## src/rtl/ptx_pkg.sv

```systemverilog
// Shared state encodings for the nine-bit panel command transmitter.
package ptx_pkg;

    // Sequence controller states
    typedef enum logic [2:0] {
        C_IDLE,     // no sequence open
        C_OPEN,     // sequence open, waiting for next byte
        C_SEND,     // one word in flight on the link
        C_DROP,     // discarding beats after a framing fault
        C_SETTLE    // post-sequence hold-off
    } ctrl_st_t;

    // Word shifter states
    typedef enum logic [1:0] {
        SH_IDLE,    // select high, clock high
        SH_LEAD,    // select low, clock high, first bit presented
        SH_LOW,     // clock low phase
        SH_HIGH     // clock high phase (panel has sampled)
    } shift_st_t;

endpackage

```

## src/rtl/ptx_word_shifter.sv

```systemverilog
// Word shifter: serialises one WORD_W-bit word in SPI mode 3.
// Assumes: load is only raised while busy is low. Each clock phase lasts
// HALF_CYCLES system clocks. The select drops on load and rises one
// half-period after the last rising edge.
module ptx_word_shifter
    import ptx_pkg::*;
#(
    parameter int WORD_W      = 9,
    parameter int HALF_CYCLES = 4
) (
    input  logic              clk,
    input  logic              rst_n,
    input  logic              load,
    input  logic [WORD_W-1:0] word,
    output logic              busy,
    output logic              wdone,
    output logic              sclk,
    output logic              mosi,
    output logic              cs_n
);
    localparam int HC_W  = (HALF_CYCLES > 1) ? $clog2(HALF_CYCLES) : 1;
    localparam int BIT_W = $clog2(WORD_W);
    localparam logic [HC_W-1:0]  HALF_LAST = HC_W'(HALF_CYCLES - 1);
    localparam logic [BIT_W-1:0] BIT_LAST  = BIT_W'(WORD_W - 1);

    shift_st_t          st;
    logic [WORD_W-1:0]  sh;
    logic [BIT_W-1:0]   bitn;
    logic [HC_W-1:0]    tcnt;
    logic               sclk_q;
    logic               cs_q;
    logic               wdone_q;
    logic               half_end;

    // End of the current clock phase
    assign half_end = (tcnt == HALF_LAST);

    // Phase sequencing, shifting and select control
    always_ff @(posedge clk) begin
        if (!rst_n) begin
            st      <= SH_IDLE;
            sh      <= '0;
            bitn    <= '0;
            tcnt    <= '0;
            sclk_q  <= 1'b1;
            cs_q    <= 1'b1;
            wdone_q <= 1'b0;
        end else begin
            wdone_q <= 1'b0;
            case (st)
                SH_IDLE: begin
                    if (load) begin
                        sh     <= word;
                        cs_q   <= 1'b0;
                        sclk_q <= 1'b1;
                        bitn   <= '0;
                        tcnt   <= '0;
                        st     <= SH_LEAD;
                    end
                end
                SH_LEAD: begin
                    if (half_end) begin
                        sclk_q <= 1'b0;
                        tcnt   <= '0;
                        st     <= SH_LOW;
                    end else begin
                        tcnt <= tcnt + 1'b1;
                    end
                end
                SH_LOW: begin
                    if (half_end) begin
                        sclk_q <= 1'b1;
                        tcnt   <= '0;
                        st     <= SH_HIGH;
                    end else begin
                        tcnt <= tcnt + 1'b1;
                    end
                end
                SH_HIGH: begin
                    if (half_end) begin
                        tcnt <= '0;
                        if (bitn == BIT_LAST) begin
                            cs_q    <= 1'b1;
                            wdone_q <= 1'b1;
                            st      <= SH_IDLE;
                        end else begin
                            sclk_q <= 1'b0;
                            sh     <= {sh[WORD_W-2:0], 1'b0};
                            bitn   <= bitn + 1'b1;
                            st     <= SH_LOW;
                        end
                    end else begin
                        tcnt <= tcnt + 1'b1;
                    end
                end
                default: st <= SH_IDLE;
            endcase
        end
    end

    assign busy  = (st != SH_IDLE);
    assign wdone = wdone_q;
    assign sclk  = sclk_q;
    assign mosi  = sh[WORD_W-1];
    assign cs_n  = cs_q;

    AST_IDLE_CLOCK_HIGH: assert property (@(posedge clk) disable iff (!rst_n)
        cs_q |-> sclk_q);
    AST_DATA_HOLD_AT_RISE: assert property (@(posedge clk) disable iff (!rst_n)
        $rose(sclk_q) |-> $stable(sh[WORD_W-1]));
    AST_NINE_EDGES: assert property (@(posedge clk) disable iff (!rst_n)
        $rose(cs_q) |-> ($past(bitn) == BIT_LAST));
    AST_LOAD_WHEN_IDLE: assert property (@(posedge clk) disable iff (!rst_n)
        load |-> (st == SH_IDLE));

endmodule

```

## src/rtl/ptx_settle_timer.sv

```systemverilog
// Settle timer: after a start pulse, stays busy for SETTLE_CYCLES clocks
// and raises fin in the last of them.
// Assumes: start is only raised while not busy.
module ptx_settle_timer #(
    parameter int SETTLE_CYCLES = 15250
) (
    input  logic clk,
    input  logic rst_n,
    input  logic start,
    output logic busy,
    output logic fin
);
    localparam int CNT_W = $clog2(SETTLE_CYCLES + 1);
    localparam logic [CNT_W-1:0] CNT_LAST = CNT_W'(SETTLE_CYCLES - 1);

    logic [CNT_W-1:0] cnt;
    logic             busy_q;

    // Last cycle of the hold-off window
    assign fin  = busy_q && (cnt == CNT_LAST);
    assign busy = busy_q;

    // Hold-off window counter
    always_ff @(posedge clk) begin
        if (!rst_n) begin
            busy_q <= 1'b0;
            cnt    <= '0;
        end else if (start) begin
            busy_q <= 1'b1;
            cnt    <= '0;
        end else if (busy_q) begin
            if (fin) busy_q <= 1'b0;
            else     cnt    <= cnt + 1'b1;
        end
    end

    AST_TIMER_NO_RESTART: assert property (@(posedge clk) disable iff (!rst_n)
        start |-> !busy_q);

endmodule

```

## src/rtl/ptx_seq_ctrl.sv

```systemverilog
// Sequence controller: frames input beats into command/parameter words,
// detects framing faults, drops faulty tails and starts the settle timer.
// Assumes: the shifter is idle whenever this block is in C_IDLE or C_OPEN.
module ptx_seq_ctrl
    import ptx_pkg::*;
#(
    parameter int DATA_W = 8
) (
    input  logic              clk,
    input  logic              rst_n,
    input  logic              in_valid,
    input  logic [DATA_W-1:0] in_data,
    input  logic              in_first,
    input  logic              in_last,
    input  logic              in_void,
    output logic              in_ready,
    output logic              load,
    output logic [DATA_W:0]   load_word,
    input  logic              sh_busy,
    input  logic              wdone,
    output logic              tim_start,
    input  logic              tim_fin,
    output logic              seq_done,
    output logic              seq_err
);
    ctrl_st_t st;
    logic     pend_last;
    logic     sent_any;
    logic     err_seq;
    logic     done_q;
    logic     err_q;
    logic     acc;
    logic     fault_open;

    // Beat handshake and open-sequence fault
    assign in_ready   = (st == C_IDLE) || (st == C_OPEN) || (st == C_DROP);
    assign acc        = in_valid && in_ready;
    assign fault_open = in_first || in_void;

    // Word formation: command flag clear on the opening byte only
    always_comb begin
        load      = 1'b0;
        load_word = {1'b1, in_data};
        if (st == C_IDLE && acc && in_first && !in_void) begin
            load      = 1'b1;
            load_word = {1'b0, in_data};
        end else if (st == C_OPEN && acc && !fault_open) begin
            load      = 1'b1;
        end
    end

    // Entry into the hold-off window
    assign tim_start = (st == C_SEND && wdone && pend_last)
                    || (st == C_OPEN && acc && fault_open && in_last)
                    || (st == C_DROP && acc && in_last && sent_any);

    // Sequence state, fault tracking and status pulses
    always_ff @(posedge clk) begin
        if (!rst_n) begin
            st        <= C_IDLE;
            pend_last <= 1'b0;
            sent_any  <= 1'b0;
            err_seq   <= 1'b0;
            done_q    <= 1'b0;
            err_q     <= 1'b0;
        end else begin
            done_q <= 1'b0;
            err_q  <= 1'b0;
            case (st)
                C_IDLE: begin
                    if (acc) begin
                        if (in_first && in_last && in_void) begin
                            st <= C_IDLE;
                        end else if (in_first && !in_void) begin
                            st        <= C_SEND;
                            pend_last <= in_last;
                            sent_any  <= 1'b1;
                            err_seq   <= 1'b0;
                        end else begin
                            err_q    <= 1'b1;
                            err_seq  <= 1'b1;
                            sent_any <= 1'b0;
                            st       <= in_last ? C_IDLE : C_DROP;
                        end
                    end
                end
                C_OPEN: begin
                    if (acc) begin
                        if (fault_open) begin
                            err_q   <= 1'b1;
                            err_seq <= 1'b1;
                            st      <= in_last ? C_SETTLE : C_DROP;
                        end else begin
                            pend_last <= in_last;
                            st        <= C_SEND;
                        end
                    end
                end
                C_SEND: begin
                    if (wdone) st <= pend_last ? C_SETTLE : C_OPEN;
                end
                C_DROP: begin
                    if (acc && in_last) st <= sent_any ? C_SETTLE : C_IDLE;
                end
                C_SETTLE: begin
                    if (tim_fin) begin
                        done_q <= !err_seq;
                        st     <= C_IDLE;
                    end
                end
                default: st <= C_IDLE;
            endcase
        end
    end

    assign seq_done = done_q;
    assign seq_err  = err_q;

    AST_LAST_WORD_SETTLES: assert property (@(posedge clk) disable iff (!rst_n)
        (st == C_SEND && wdone && pend_last) |=> (st == C_SETTLE));
    AST_DONE_AFTER_WINDOW: assert property (@(posedge clk) disable iff (!rst_n)
        done_q |-> $past(tim_fin));
    AST_DROP_SILENT: assert property (@(posedge clk) disable iff (!rst_n)
        (st == C_DROP) |-> !sh_busy);
    AST_VOID_NO_LOAD: assert property (@(posedge clk) disable iff (!rst_n)
        (in_valid && in_void) |-> !load);

endmodule

```

## src/rtl/panel_cmd_tx.sv

```systemverilog
// Top: nine-bit serial panel command transmitter. It connects the sequence
// controller, the mode-3 word shifter and the post-sequence settle timer.
// Assumes: a single clock domain. The link timing is set in system clocks
// by HALF_CYCLES (clock half-period) and SETTLE_CYCLES (hold-off).
module panel_cmd_tx #(
    parameter int DATA_W        = 8,
    parameter int HALF_CYCLES   = 4,
    parameter int SETTLE_CYCLES = 15250
) (
    input  logic              clk,
    input  logic              rst_n,
    input  logic              in_valid,
    input  logic [DATA_W-1:0] in_data,
    input  logic              in_first,
    input  logic              in_last,
    input  logic              in_void,
    output logic              in_ready,
    output logic              spi_sclk,
    output logic              spi_mosi,
    output logic              spi_cs_n,
    output logic              seq_done,
    output logic              seq_err
);
    localparam int WORD_W = DATA_W + 1;

    logic              load;
    logic [WORD_W-1:0] load_word;
    logic              sh_busy;
    logic              wdone;
    logic              tim_start;
    logic              tim_busy;
    logic              tim_fin;

    ptx_seq_ctrl #(.DATA_W(DATA_W)) ctrl_i (
        .clk       (clk),
        .rst_n     (rst_n),
        .in_valid  (in_valid),
        .in_data   (in_data),
        .in_first  (in_first),
        .in_last   (in_last),
        .in_void   (in_void),
        .in_ready  (in_ready),
        .load      (load),
        .load_word (load_word),
        .sh_busy   (sh_busy),
        .wdone     (wdone),
        .tim_start (tim_start),
        .tim_fin   (tim_fin),
        .seq_done  (seq_done),
        .seq_err   (seq_err)
    );

    ptx_word_shifter #(.WORD_W(WORD_W), .HALF_CYCLES(HALF_CYCLES)) shift_i (
        .clk   (clk),
        .rst_n (rst_n),
        .load  (load),
        .word  (load_word),
        .busy  (sh_busy),
        .wdone (wdone),
        .sclk  (spi_sclk),
        .mosi  (spi_mosi),
        .cs_n  (spi_cs_n)
    );

    ptx_settle_timer #(.SETTLE_CYCLES(SETTLE_CYCLES)) settle_i (
        .clk   (clk),
        .rst_n (rst_n),
        .start (tim_start),
        .busy  (tim_busy),
        .fin   (tim_fin)
    );

    AST_NO_WORD_WHILE_SETTLING: assert property (@(posedge clk) disable iff (!rst_n)
        tim_busy |-> spi_cs_n);

endmodule

```

## config.mk

```make
export PLATFORM = sky130hd
export DESIGN_NAME = panel_cmd_tx
export DESIGN_NICKNAME = d
export VERILOG_FILES = /design/src/rtl/ptx_pkg.sv /design/src/rtl/ptx_word_shifter.sv /design/src/rtl/ptx_settle_timer.sv /design/src/rtl/ptx_seq_ctrl.sv /design/src/rtl/panel_cmd_tx.sv
export SDC_FILE = /design/constraint.sdc
export NUM_CORES = 1
export LEC_CHECK = 0
export ABC_AREA = 1
export BUFFER_PORTS_ARGS = -buffer_cell sky130_fd_sc_hd__buf_4
export CAP_MARGIN = 20
export CORE_MARGIN = 1.5
export CORE_UTILIZATION = 51
export DETAILED_ROUTE_END_ITERATION = 10
export GPL_ROUTABILITY_DRIVEN = 0
export MAX_ROUTING_LAYER = met4
export PLACE_DENSITY = 0.79
export SYNTH_ARGS = -nofsm -noshare
export SYNTH_HDL_FRONTEND = slang
export SYNTH_SLANG_ARGS = --single-unit
```

## constraint.sdc

```tcl
create_clock -name clk -period 2 [get_ports clk]
set_input_delay 0.4 -clock clk [delete_from_list [all_inputs] [get_ports clk]]
set_output_delay 0.4 -clock clk [all_outputs]
set_load 0.02 [all_outputs]
```

==> results.yml <==
global_routing:
  grt_pass1_wl_um: 8730
  grtUsageTotal_pct: 21.2
  grt_max_degree: 22
  antenna_found_initial: 0
  gr-total-overflow: 0
  grt_pass1_vias: 2079
min_path:
  min_path_type: "in -> reg"
setup_path:
  rr_worst_depth: 6
  worstReg2RegStart: "ctrl_i.st[1]"
  r2r_end: "settle_i.cnt[5]"
  arrival_ns: 1.78
  reg2reg_slack_ns: 0.38
  critPathKind: "reg -> reg"
  crit_path_start: "ctrl_i.st[1]"
  worst_ep_required_time_ns: 2.16
  crit_end: "settle_i.cnt[5]"
  cp-start-kind: "register"
  crit_fanout: 14
  end_kind: "register"
cells_and_area:
  mostFrequentLayoutCell: "nand2_1"
  finalNetCount: 410
  fill_cells: 449
  area_growth_syn_to_layout_pct: 10.1
  drive_gt1_share_pct: 14.3
  stdcell_area_um2: 2730
  diodes: 0
  final_cell_mix: "nand2_1 (101), nor2_1 (50), inv_1 (48), dfxtp_1 (43), nand3_1 (26)"
synth:
  synth_top_area_share_pct: 34.7
  synth_area_leader_cell: "dfxtp_1"
  synth-seq-cells: 43
  syn_inst: 373
  post_synth.cell_area_avg_um2: 6.65
  synth_fp_nets: 392
  synth_warnings: 0
  synth.top_cells.by_area: "dfxtp_1 (35%), nand2_1 (15%), nor2_1 (7.6%), inv_1 (7.3%), nand3_1 (5.2%)"
  synth_seq_area_share_pct: 34.7
  synth_area_um2: 2480
  yosysUniqueCellTypes: 30
clocking:
  post_cts_buffers: 0
  cts_htree_levels: 2
  cts.repair.resized: 0
  cts_num_sinks: 43
  cts_buffers: 5
  cts_max_path_buffers: 2
  clock_latency_ns: 0.29
  cts_hold_buf: 0
  cts_tree: "built"
  clk_pin_slew_ns: 0.08
  cts_root_buf: "clkbuf_8"
job:
  cap_violations: 0
floorplan:
  die_y_um: 72.8
  initial_core_util_pct: 52.9
  placementRows: 25
  core_area_um2: 4690
  dieArea_um2: 5290
  die-width_um: 72.8
  io_pins: 20
timing:
  worst_pin_slew_ns: 0.448
  holdWs_ns: 0.395
  finalHoldViolations: 0
  fin_setup_tns_ns: 0
  max_slew_margin_pct: 70.1
  fin_skew_ns: 0.00431
  rsz0062_at_grt: "false"
  setup-violations-final: 0
  finalCriticalPeriod_ns: 1.62
  drv_slew: 0
  max_freq_mhz: 618
  period_share_pct: 81.0
route:
  antenna_left: 0
  via_per_inst: 5.17
  routedWlPerCell_um: 10.9
  first_pass_iters: 4
  drtIter0Drc: 139
  totalWireLength_um: 4860
  drc: 0
  dr_total_vias: 2299
power:
  leakage_nw: 1.15
  power_density_nw_per_um2: 967
  peakVddDrop_mv: 0.625
outcome:
  outcome: "finished, final reports clean"
place:
  portBuffers: 19
  dp_hpwl_um: 3560
  place_area_um2: 2630
[synthesized netlist by cell type, drive strengths merged]
library cell,instances
or2,2
xnor2,2
dfxtp,43
clkbuf,3
nor3,8
nand2,105
o21ai,15
nand3,28
inv,51
buf,7
nor2,54
nand4,12
ha,5
a21oi,31
nand3b,1
a31oi,1
xor2,5
[layer usage]
metal / vias to the layer above / part of all wire, % / global-route usage [%] / wire [µm]
met5: - / 0 / - / 0
met4: 0 / 1.9 / 7.76 / 93
met3: 9 / 4.2 / 4.28 / 203
met2: 51 / 48 / 34.1 / 2330
met1: 1025 / 46 / 26.3 / 2230
li1: 1214 / - / - / -
[worst min path at each step]
stage	endpoint	depth (start not counted)	startpoint	slack (ns)
after global placement	shift_i.cs_n	2	shift_i.cs_n	0.44
after detailed placement	shift_i.sclk	2	shift_i.sclk	0.45
after CTS	shift_i.sh[0]	3	in_data[0]	0.39
after floorplan	shift_i.tcnt[0]	1	shift_i.tcnt[0]	0.43
final	shift_i.sh[0]	3	in_data[0]	0.39
after global routing	shift_i.sh[0]	3	in_data[0]	0.40
[metrics by stage]
stage | setup WS (ns) | total power [mW] | std cells | util, %
2_1_floorplan | 0.583 | 1.84 | 373 | -
3_3_place_gp | 0.375 | 1.98 | 438 | 56.0
3_5_place_dp | 0.347 | 2.01 | 438 | 56.0
4_1_cts | 0.365 | 2.66 | 445 | 58.2
5_1_grt | 0.176 | 2.83 | 445 | 58.2
6_report | 0.381 | 2.64 | 445 | 58.2
[cell families after synthesis]
kind of cell,share of synthesized area [%]
buf+inv,10.8
flops,34.7
compound gates,11.0
fa+ha+maj,2.52
xor+xnor,2.47
simple gates,38.4
[cell type report]
cell class,count,area [µm²],area share (%)
Clock inverter,1,30.0,1.10
Sequential cell,43,861,31.5
Clock buffer,6,72.6,2.66
Inverter,51,191,7.01
Timing Repair Buffer,21,158,5.77
Multi-Input combinational cell,269,1350,49.5
Tap cell,54,67.6,2.47
[worst max-delay path, cell delays in order, from the launching register on]
cell and delay (ns):
dfxtp_1 0.37, nor2_4 0.24, nand2_1 0.15, nor3_2 0.25, nor2_2 0.08, nand2_2 0.31, a21oi_1 0.08
[sequential cells by signal, summed over array words and instances (netlist names)]
signal	cells
ctrl_i.pend_last	1
shift_i.wdone	1
ctrl_i.seq_err	1
ctrl_i.seq_done	1
ctrl_i.sent_any	1
shift_i.sclk	1
settle_i.busy	1
ctrl_i.st	3
settle_i.cnt	14
shift_i.cs_n	1
shift_i.bitn	4
shift_i.sh	9
shift_i.tcnt	2
shift_i.st	2
ctrl_i.err_seq	1
[power by group]
group / leakage (nW) / internal [mW] / switching [mW] / total, mW
logic: 0.750 / 0.315 / 0.582 / 0.897
registers: 0.350 / 1.00 / 0.0967 / 1.10
clock network: 0.0513 / 0.366 / 0.280 / 0.646
No activity file was read; power rests on OpenSTA's default activity.
